$ cat src/rtl/boot_sel_pkg.sv
package boot_sel_pkg;

  typedef struct packed {
    logic por;
    logic warm;
    logic sys;
  } dev_cause_t;

  typedef enum logic {
    BOOT_IMMEDIATE = 1'b0,
    BOOT_HOST      = 1'b1
  } core_boot_e;

endpackage

$ cat src/rtl/rst_sync.sv
module rst_sync #(
  parameter int STAGES = 2
) (
  input  logic clk,
  input  logic arst_n,
  output logic srst_n
);

  logic [STAGES-1:0] sync_q;

  always_ff @(posedge clk or negedge arst_n) begin
    if (!arst_n) sync_q <= '0;
    else         sync_q <= {sync_q[STAGES-2:0], 1'b1};
  end

  assign srst_n = sync_q[STAGES-1];

endmodule

$ cat src/rtl/dev_mode_unit.sv
module dev_mode_unit
  import boot_sel_pkg::*;
#(
  parameter int MODE_W = 4
) (
  input  logic              clk,
  input  logic              rst_n,
  input  dev_cause_t        cause_i,
  input  logic [MODE_W-1:0] strap_i,
  output logic              dev_rst_o,
  output logic [MODE_W-1:0] mode_o,
  output logic              start_o
);

  logic              load_en;
  logic              dev_rst;
  logic [MODE_W-1:0] stat_q, stat_d;
  logic              inrst_q, inrst_d;
  logic              start_q, start_d;

  always_comb begin
    load_en = cause_i.por | cause_i.warm;
    dev_rst = load_en | cause_i.sys;
    stat_d  = strap_i;
    inrst_d = dev_rst;
    start_d = inrst_q & ~dev_rst;
  end

  always_ff @(posedge clk or negedge rst_n) begin
    if (!rst_n) begin
      stat_q  <= '0;
      inrst_q <= 1'b0;
      start_q <= 1'b0;
    end else begin
      if (load_en) stat_q <= stat_d;
      inrst_q <= inrst_d;
      start_q <= start_d;
    end
  end

  assign dev_rst_o = dev_rst;
  assign mode_o    = stat_q;
  assign start_o   = start_q;

  AST_STAT_LOAD: assert property (@(posedge clk) disable iff (!rst_n)
    (cause_i.por | cause_i.warm) |=> (mode_o == $past(strap_i)));
  AST_STAT_HOLD_SYS: assert property (@(posedge clk) disable iff (!rst_n)
    (cause_i.sys & ~cause_i.por & ~cause_i.warm) |=> $stable(mode_o));
  AST_DEV_PULSE_ONE: assert property (@(posedge clk) disable iff (!rst_n)
    start_o |=> !start_o);

endmodule

$ cat src/rtl/core_mode_regs.sv
module core_mode_regs #(
  parameter int NCORE  = 6,
  parameter int ADDR_W = 3,
  parameter int MODE_W = 4
) (
  input  logic              clk,
  input  logic              rst_n,
  input  logic              dev_rst_i,
  input  logic              wr_i,
  input  logic [ADDR_W-1:0] addr_i,
  input  logic              wdata_i,
  input  logic [MODE_W-1:0] stat_i,
  output logic [NCORE-1:0]  mode_o,
  output logic [MODE_W-1:0] rdata_o
);

  localparam int STAT_ADDR = NCORE;

  logic [NCORE-1:0] mode_q;

  for (genvar gi = 0; gi < NCORE; gi++) begin : g_reg
    logic hit;
    logic en;
    logic nxt;

    always_comb begin
      hit = wr_i && (int'(addr_i) == gi);
      en  = dev_rst_i | hit;
      nxt = dev_rst_i ? 1'b0 : wdata_i;
    end

    always_ff @(posedge clk or negedge rst_n) begin
      if (!rst_n)  mode_q[gi] <= 1'b0;
      else if (en) mode_q[gi] <= nxt;
    end
  end

  always_comb begin
    rdata_o = '0;
    for (int i = 0; i < NCORE; i++) begin
      if (int'(addr_i) == i) rdata_o = {{(MODE_W-1){1'b0}}, mode_q[i]};
    end
    if (int'(addr_i) == STAT_ADDR) rdata_o = stat_i;
  end

  assign mode_o = mode_q;

  AST_CLR_ON_DEVRST: assert property (@(posedge clk) disable iff (!rst_n)
    dev_rst_i |=> (mode_o == '0));

endmodule

$ cat src/rtl/core_boot_ctl.sv
module core_boot_ctl (
  input  logic clk,
  input  logic rst_n,
  input  logic dev_rst_i,
  input  logic lrst_i,
  input  logic mode_i,
  output logic start_o,
  output logic host_o
);

  logic crst_q, crst_d;
  logic start_q, start_d;
  logic host_q, host_d;
  logic release_now;

  always_comb begin
    crst_d      = dev_rst_i ? 1'b0 : lrst_i;
    release_now = crst_q & ~lrst_i & ~dev_rst_i;
    start_d     = release_now;
    host_d      = mode_i;
  end

  always_ff @(posedge clk or negedge rst_n) begin
    if (!rst_n) begin
      crst_q  <= 1'b0;
      start_q <= 1'b0;
      host_q  <= 1'b0;
    end else begin
      crst_q  <= crst_d;
      start_q <= start_d;
      if (release_now) host_q <= host_d;
    end
  end

  assign start_o = start_q;
  assign host_o  = host_q;

  AST_CORE_PULSE_ONE: assert property (@(posedge clk) disable iff (!rst_n)
    start_o |=> !start_o);
  AST_NO_CORE_IN_DEV: assert property (@(posedge clk) disable iff (!rst_n)
    dev_rst_i |=> !start_o);
  AST_HOST_CAPTURE: assert property (@(posedge clk) disable iff (!rst_n)
    $rose(start_o) |-> (host_o == $past(mode_i)));

endmodule

$ cat src/rtl/boot_mode_sel.sv
module boot_mode_sel
  import boot_sel_pkg::*;
#(
  parameter int NCORE  = 6,
  parameter int MODE_W = 4,
  localparam int ADDR_W = $clog2(NCORE + 1)
) (
  input  logic              clk,
  input  logic              rst_n,
  input  logic [MODE_W-1:0] strap_i,
  input  logic              por_i,
  input  logic              warm_i,
  input  logic              sys_i,
  input  logic [NCORE-1:0]  lrst_pin_i,
  input  logic [NCORE-1:0]  lrst_ctl_i,
  input  logic [NCORE-1:0]  lrst_psc_i,
  input  logic              reg_wr_i,
  input  logic [ADDR_W-1:0] reg_addr_i,
  input  logic              reg_wdata_i,
  output logic [MODE_W-1:0] reg_rdata_o,
  output logic              dev_start_o,
  output logic [MODE_W-1:0] dev_mode_o,
  output logic [NCORE-1:0]  core_start_o,
  output logic [NCORE-1:0]  core_host_o
);

  logic             srst_n;
  logic             dev_rst;
  dev_cause_t       cause;
  logic [NCORE-1:0] core_mode;
  logic             wr_ok;

  assign cause = '{por: por_i, warm: warm_i, sys: sys_i};
  assign wr_ok = reg_wr_i & ~dev_rst;

  rst_sync #(.STAGES(2)) u_rst (
    .clk    (clk),
    .arst_n (rst_n),
    .srst_n (srst_n)
  );

  dev_mode_unit #(.MODE_W(MODE_W)) u_dev (
    .clk       (clk),
    .rst_n     (srst_n),
    .cause_i   (cause),
    .strap_i   (strap_i),
    .dev_rst_o (dev_rst),
    .mode_o    (dev_mode_o),
    .start_o   (dev_start_o)
  );

  core_mode_regs #(.NCORE(NCORE), .ADDR_W(ADDR_W), .MODE_W(MODE_W)) u_regs (
    .clk       (clk),
    .rst_n     (srst_n),
    .dev_rst_i (dev_rst),
    .wr_i      (wr_ok),
    .addr_i    (reg_addr_i),
    .wdata_i   (reg_wdata_i),
    .stat_i    (dev_mode_o),
    .mode_o    (core_mode),
    .rdata_o   (reg_rdata_o)
  );

  for (genvar gc = 0; gc < NCORE; gc++) begin : g_core
    core_boot_ctl u_ctl (
      .clk       (clk),
      .rst_n     (srst_n),
      .dev_rst_i (dev_rst),
      .lrst_i    (lrst_pin_i[gc] | lrst_ctl_i[gc] | lrst_psc_i[gc]),
      .mode_i    (core_mode[gc]),
      .start_o   (core_start_o[gc]),
      .host_o    (core_host_o[gc])
    );
  end

  AST_NO_WR_IN_DEVRST: assert property (@(posedge clk) disable iff (!srst_n)
    (dev_rst && !$past(dev_rst)) |=> (core_mode == '0));

endmodule

$ cat config.mk
export PLATFORM = sky130hd
export DESIGN_NAME = boot_mode_sel
export DESIGN_NICKNAME = d
export VERILOG_FILES = /design/src/rtl/boot_sel_pkg.sv /design/src/rtl/rst_sync.sv /design/src/rtl/dev_mode_unit.sv /design/src/rtl/core_mode_regs.sv /design/src/rtl/core_boot_ctl.sv /design/src/rtl/boot_mode_sel.sv
export SDC_FILE = /design/constraint.sdc
export NUM_CORES = 1
export LEC_CHECK = 0
export ABC_CLOCK_PERIOD_IN_PS = 1500
export BUFFER_PORTS_ARGS = -buffer_cell sky130_fd_sc_hd__clkbuf_2
export CAP_MARGIN = 20
export CORE_ASPECT_RATIO = 0.5
export CORE_UTILIZATION = 40
export DETAILED_ROUTE_END_ITERATION = 6
export PLACE_DENSITY = 0.64
export SETUP_SLACK_MARGIN = 0.1
export SLEW_MARGIN = 20
export SYNTH_ARGS = -nofsm -noshare
export SYNTH_HDL_FRONTEND = slang
export SYNTH_SLANG_ARGS = --single-unit
$ cat constraint.sdc
create_clock -name clk -period 1.5 [get_ports clk]
set_input_delay 0.075 -clock clk [delete_from_list [all_inputs] [get_ports clk]]
set_output_delay 0.075 -clock clk [all_outputs]
set_load 0.005 [all_outputs]
==> results.yml, run 1 <==
clock_network:
  cts.reportedPaths.clkPinSlew_ps: 60
  postCtsSetupRepairBufs: 0
  cts_resized: 0
  cts_root_buffer: "clkbuf_8"
  htreeDepth: 2
  cts_buffers: 5
  tritoncts: "built"
  clk_latency_ps: 280
  clock-sinks: 32
  clk_path_buf_depth: 2
layout:
  final_area_um2: 1690
  instances_no_fill: 197
  fillers: 288
  areaGrowthSynthToFinish_pct: 23.0
  diodes: 0
  seqCellArea_um2: 801
  nNetsFinal: 189
  final_core_util_pct: 53.9
  drive_gt1_share_pct: 49.0
  multiInputGateArea_um2: 447
global_route:
  grt_overflow: 0
  track_usage_pct: 15.3
  grt_max_degree: 31
  antenna_found_initial: 0
  grt_pass1_wl_mm: 4.14
  grt_pass1_vias: 934
place:
  post-place-ws_ps: 207
  dp_hpwl_mm: 1.86
  placed_cells: 189
  place_congestion: 0.750
  portBuffers: 52
  dpl_cell_area_um2: 1580
logic_synthesis:
  synth_cells: 110
  synthFlopType: "dfrtp_1"
  syn_area_per_cell_um2: 12.5
  synth_area_leaders: "dfrtp_1, mux2_2, buf_4"
  ys_seq_area_share_pct: 58.3
  yosys_warnings: 0
  synth_area_um2: 1370
  synth.top_cell.area_share_pct: 58.3
  yosys.cell_types.count: 25
  synth_edf_count: 0
  async_reset_ff_share_pct: 100
  synth_seq_cells: 32
  syn_nets: 142
  synth_top_area_cell: "dfrtp_1"
floorplanning:
  initial_core_util_pct: 43.8
  num_rows: 14
  ioPinCount: 53
  fp.dieArea_um2: 3690
  die_x_um: 84.9
  core_area_um2: 3140
  fp.dieH_um: 43.4
timing:
  finalSetupViolations: 1
  setup_slack_ps: -104
  fmax_mhz: 624
  drv_slew: 0
  hold_ws_ps: 24.0
  min_period_over_period_pct: 107
  final.min_clock_period_ps: 1600
  rsz0062_at_grt: "true"
  finClkSkew_ps: 0.710
  finalHoldViolations: 0
min_path:
  hold_class: "primary input to flip-flop"
routing:
  routed_wl_mm: 2.48
  dr.pass1.iters: 6
  num_vias: 927
  drt_iter0_drc: 27
  post_drt_wl_per_cell_um: 12.6
  via_per_inst: 4.71
  drtAntennaViolNets: 0
  drc: 3
worst_setup_path:
  path_class: "flip-flop to primary output"
  cp.arrival_ps: 1530
  ff2ff_setup_slack_ps: 540
  end_kind: "primary output"
  critPathMaxFanout: 3
  crit_required_ps: 1420
  critPathLaunchType: "flip-flop"
power:
  cellLeakagePower_uw: 0.000889
  vdd_drop_max_mv: 0.466
  p_per_area_nw_per_um2: 1020
outcome:
  status: "complete, but fails checks"
  violations: "DRC, setup timing"
job:
  drv_cap: 0
[final cells by class]
class / count / area share [%]
multi-input cells: 61 / 26.4
well taps: 40 / 2.96
inverters: 1 / 0.222
repair buffers: 56 / 17.3
flip-flops and latches: 32 / 47.4
clock buffers: 7 / 5.70
[cell usage after synthesis, types with 2 or more instances]
library cell / count
nand2_1: 2
dfrtp_1: 32
and3_2: 2
buf_4: 12
buf_2: 2
mux2_2: 11
nand3_1: 3
and2_1: 4
buf_6: 2
o21ai_0: 4
mux2i_1: 3
nor3_1: 6
nand4b_1: 2
nand3b_1: 2
nor4bb_1: 2
nor2_1: 9
and3_1: 4
[critical path, cell delays in order (launching register included)]
cell	delay, ps
dfrtp_1	400
mux4_2	470
mux2_2	270
clkbuf_2	110
[layer usage]
| metal | GRT usage, % | wire (um) | vias to the layer above | share of wire (%) |
|---|---|---|---|---|
| li1 | - | - | 465 | - |
| met1 | 18.2 | 1150 | 431 | 46 |
| met2 | 25.5 | 1150 | 31 | 46 |
| met3 | 6.67 | 180 | 0 | 7.3 |
| met4 | 5.08 | 0 | 0 | 0 |
| met5 | 0 | 0 | - | 0 |
[state kept, by name, summed over array words and instances, names as in the netlist]
register	cells
u_dev.start_o	1
g_core.u_ctl.start_o	6
g_core.u_ctl.crst_q	6
u_regs.mode_o	6
u_rst.sync_q	2
g_core.u_ctl.host_o	6
u_dev.mode_o	4
u_dev.inrst_q	1
[cell families (layout without fill, tap and decap cells)]
logic type	after synthesis	after routing	share of synthesized area (%)
AND/OR/NAND/NOR	39	39	16.8
buffers and inverters	17	64	9.20
AO/OA/AOI/OAI	6	6	2.55
multiplexers	15	15	12.8
flip-flops	32	32	58.3
other	1	1	0.273
[metrics by stage]
step | power, uW | setup TNS [ps]
6_report | 1730 | -104
5_1_grt | 1810 | -151
4_1_cts | 1760 | -116
3_5_place_dp | 1050 | 0
3_3_place_gp | 1040 | 0
2_1_floorplan | 975 | 0
[placed cells by master, fill, tap and decap left out, types with 2 or more instances in the layout]
cell type / n
dfrtp_1: 32
nor2_1: 9
nor4bb_1: 2
nand3b_1: 2
and3_1: 4
clkbuf_2: 52
and3_2: 2
buf_4: 3
nand3_1: 3
and2_1: 4
nand4b_1: 2
nor3_1: 6
mux2_2: 11
mux2i_1: 3
nand2_1: 2
clkbuf_8: 7
o21ai_0: 4
[power by group]
part	internal (uW)	switching (uW)	total (uW)
combinational	69.3	67.4	137
sequential	884	9.28	894
clock	408	288	696
total	1360	365	1730
[worst paths after layout]
path	startpoint	end	cells past startpoint
worst max-delay path	u_regs.mode_o[4]	reg_rdata_o[0]	3
worst min-delay path	lrst_psc_i[4]	g_core[4].u_ctl.crst_q	3
worst max register to register	g_core[5].u_ctl.crst_q	g_core[5].u_ctl.host_o	2
worst min register to register	u_rst.sync_q[1]	g_core[3].u_ctl.crst_q	1
max in group asynchronous	u_rst.sync_q[1]	g_core[5].u_ctl.host_o	1
min in group asynchronous	rst_n	u_rst.sync_q[1]	2
[what timing repair did]
| item | CTS | global route |
|---|---|---|
| gates cloned | 0 | 0 |
| hold buffers | 1 | 0 |
| setup endpoints to repair | 1 | 1 |
| hold endpoints to repair | 2 | 0 |
Note: power is estimated with default switching activity, not from simulation.
==> inputs of run 2 (changes only) <==
--- a/config.mk
+++ b/config.mk
@@ -5,13 +5,12 @@
 export SDC_FILE = /design/constraint.sdc
 export NUM_CORES = 1
 export LEC_CHECK = 0
-export ABC_CLOCK_PERIOD_IN_PS = 1500
 export BUFFER_PORTS_ARGS = -buffer_cell sky130_fd_sc_hd__clkbuf_2
 export CAP_MARGIN = 20
 export CORE_ASPECT_RATIO = 0.5
 export CORE_UTILIZATION = 40
 export DETAILED_ROUTE_END_ITERATION = 6
-export PLACE_DENSITY = 0.64
+export PLACE_DENSITY = 0.77
 export SETUP_SLACK_MARGIN = 0.1
 export SLEW_MARGIN = 20
 export SYNTH_ARGS = -nofsm -noshare
==> results.yml, run 2 (synthesis gave the netlist of run 1 again) <==
place:
  place_congestion: 0.767
  placed_cells: 188
  portBuffers: 52
  dp_hpwl_mm: 1.91
  post-place-ws_ps: 166
timing:
  drv_slew: 0
  finalSetupViolations: 1
  finClkSkew_ps: 3.20
  finalHoldViolations: 0
  setup_slack_ps: -102
  tns_ps: -102
  final.min_clock_period_ps: 1600
  rsz0062_at_grt: "true"
  min_period_over_period_pct: 107
  fmax_mhz: 624
floorplanning:
  initial_core_util_pct: 43.8
  fp.dieH_um: 43.4
  die_x_um: 84.9
  ioPinCount: 53
  num_rows: 14
  core_area_um2: 3140
  fp.dieArea_um2: 3690
layout:
  areaGrowthSynthToFinish_pct: 24.7
  layout_commonest_cell: "clkbuf_2"
  fillers: 283
  instances_no_fill: 199
  nNetsFinal: 190
  diodes: 0
  drive_gt1_share_pct: 49.7
  layout_common_cells: "clkbuf_2, dfrtp_1, mux2_2, nor2_1, nor3_1"
global_route:
  grt_pass1_wl_mm: 4.36
  grt_pass1_vias: 938
  grt_max_degree: 31
  antenna_found_initial: 0
  grt_use_met1_pct: 18.6
  busiest_layer: "met2"
  met2_usage_pct: 28.1
  grt_use_met3_pct: 5.33
  grt_overflow: 0
  track_usage_pct: 15.7
job:
  drv_cap: 0
worst_setup_path:
  critPathMaxFanout: 3
  end_kind: "primary output"
  critPathLaunchType: "flip-flop"
  path_class: "flip-flop to primary output"
  slowest_delay_ps: 470
  crit_required_ps: 1420
  critPathTopFamily: "multiplexers"
  cp.arrival_ps: 1530
  path_cells: "mux4_2 > mux2_2 > clkbuf_2"
  cpMaxStageDelayCell: "mux4_2"
  path_buf_inv: 1
routing:
  via_per_inst: 4.78
  drt_iter0_drc: 63
  post_drt_wl_per_cell_um: 13.0
  drtAntennaViolNets: 0
  routed_wl_mm: 2.59
  dr.pass1.iters: 7
  drc: 2
  num_vias: 951
clock_network:
  cts_root_buffer: "clkbuf_8"
  clk_latency_ps: 270
  tritoncts: "built"
  cts.reportedPaths.clkPinSlew_ps: 60
  cts_buffers: 5
  clock-sinks: 32
  clk_path_buf_depth: 2
  htreeDepth: 2
  cts_resized: 0
min_path:
  hold_class: "primary input to flip-flop"
power:
  finalPower_uw: 1830
  cellLeakagePower_uw: 0.000899
  vdd_drop_max_mv: 0.516
  p_per_area_nw_per_um2: 1070
outcome:
  status: "complete, but fails checks"
  violations: "DRC, setup timing"
[run 2: cell types whose count changed in the layout (fill, tap and decap cells not counted)]
cell | previous run | this run
clkbuf_8 | 7 | 5
buf_4 | 3 | 4
bufinv_16 | 0 | 1
clkinv_2 | 0 | 1
clkinvlp_4 | 0 | 1
[run 2: report_power, final]
group          leakage, uW  total (uW)  internal, uW  switching [uW]
logic             0.000419         137          67.8            68.8
clock network    0.0000541         802           491             311
registers         0.000426         893           884            8.87
[run 2: final cells by class]
cell class                      instances  area [um^2]  area share, %
Inverter                                1         3.75          0.219
Clock inverter                          3         42.5           2.48
Multi-Input combinational cell         61          447           26.1
Tap cell                               40         50.0           2.92
Clock buffer                            5         68.8           4.02
Sequential cell                        32          801           46.7
Timing Repair Buffer                   57          300           17.5
[run 2: timing repair]
| action | 4_1_cts | 5_1_grt |
|---|---|---|
| endpoints found under the setup margin | 1 | 1 |
| hold endpoints to repair | 2 | 0 |
| hold buffers | 1 | 0 |
| buffers inserted | 1 | 1 |
[run 2: tightest hold or removal path: stages]
cell and delay, ps:
clkbuf_2 80, nor3_1 40, nor2_1 70
[run 2: per-stage QoR]
| step | util, % | cell area [um^2] | hold WS [ps] |
|---|---|---|---|
| 2_1_floorplan | - | 1370 | -221 |
| 3_3_place_gp | 50.3 | 1580 | -140 |
| 3_5_place_dp | 50.3 | 1580 | -138 |
| 4_1_cts | 54.4 | 1710 | 26.0 |
| 5_1_grt | 54.6 | 1710 | 31.6 |
| 6_report | 54.6 | 1710 | 28.4 |
[run 2: worst paths after layout]
check,cells past startpoint,to,start,slack [ps]
setup reg to reg,2,g_core[5].u_ctl.host_o,g_core[5].u_ctl.crst_q,530
hold reg to reg,1,g_core[4].u_ctl.start_o,u_rst.sync_q[1],250
max in group asynchronous,1,u_regs.mode_o[1],u_rst.sync_q[1],970
hold / removal,3,g_core[4].u_ctl.crst_q,lrst_psc_i[4],30
min in group asynchronous,2,u_rst.sync_q[0],rst_n,120
setup / recovery,3,reg_rdata_o[0],u_regs.mode_o[1],-100
[run 2: metal layers]
metal	part of all wire, %	wire length, um
met1	44	1140
met2	51	1330
met3	4.0	103
met4	0.50	13
met5	0	0
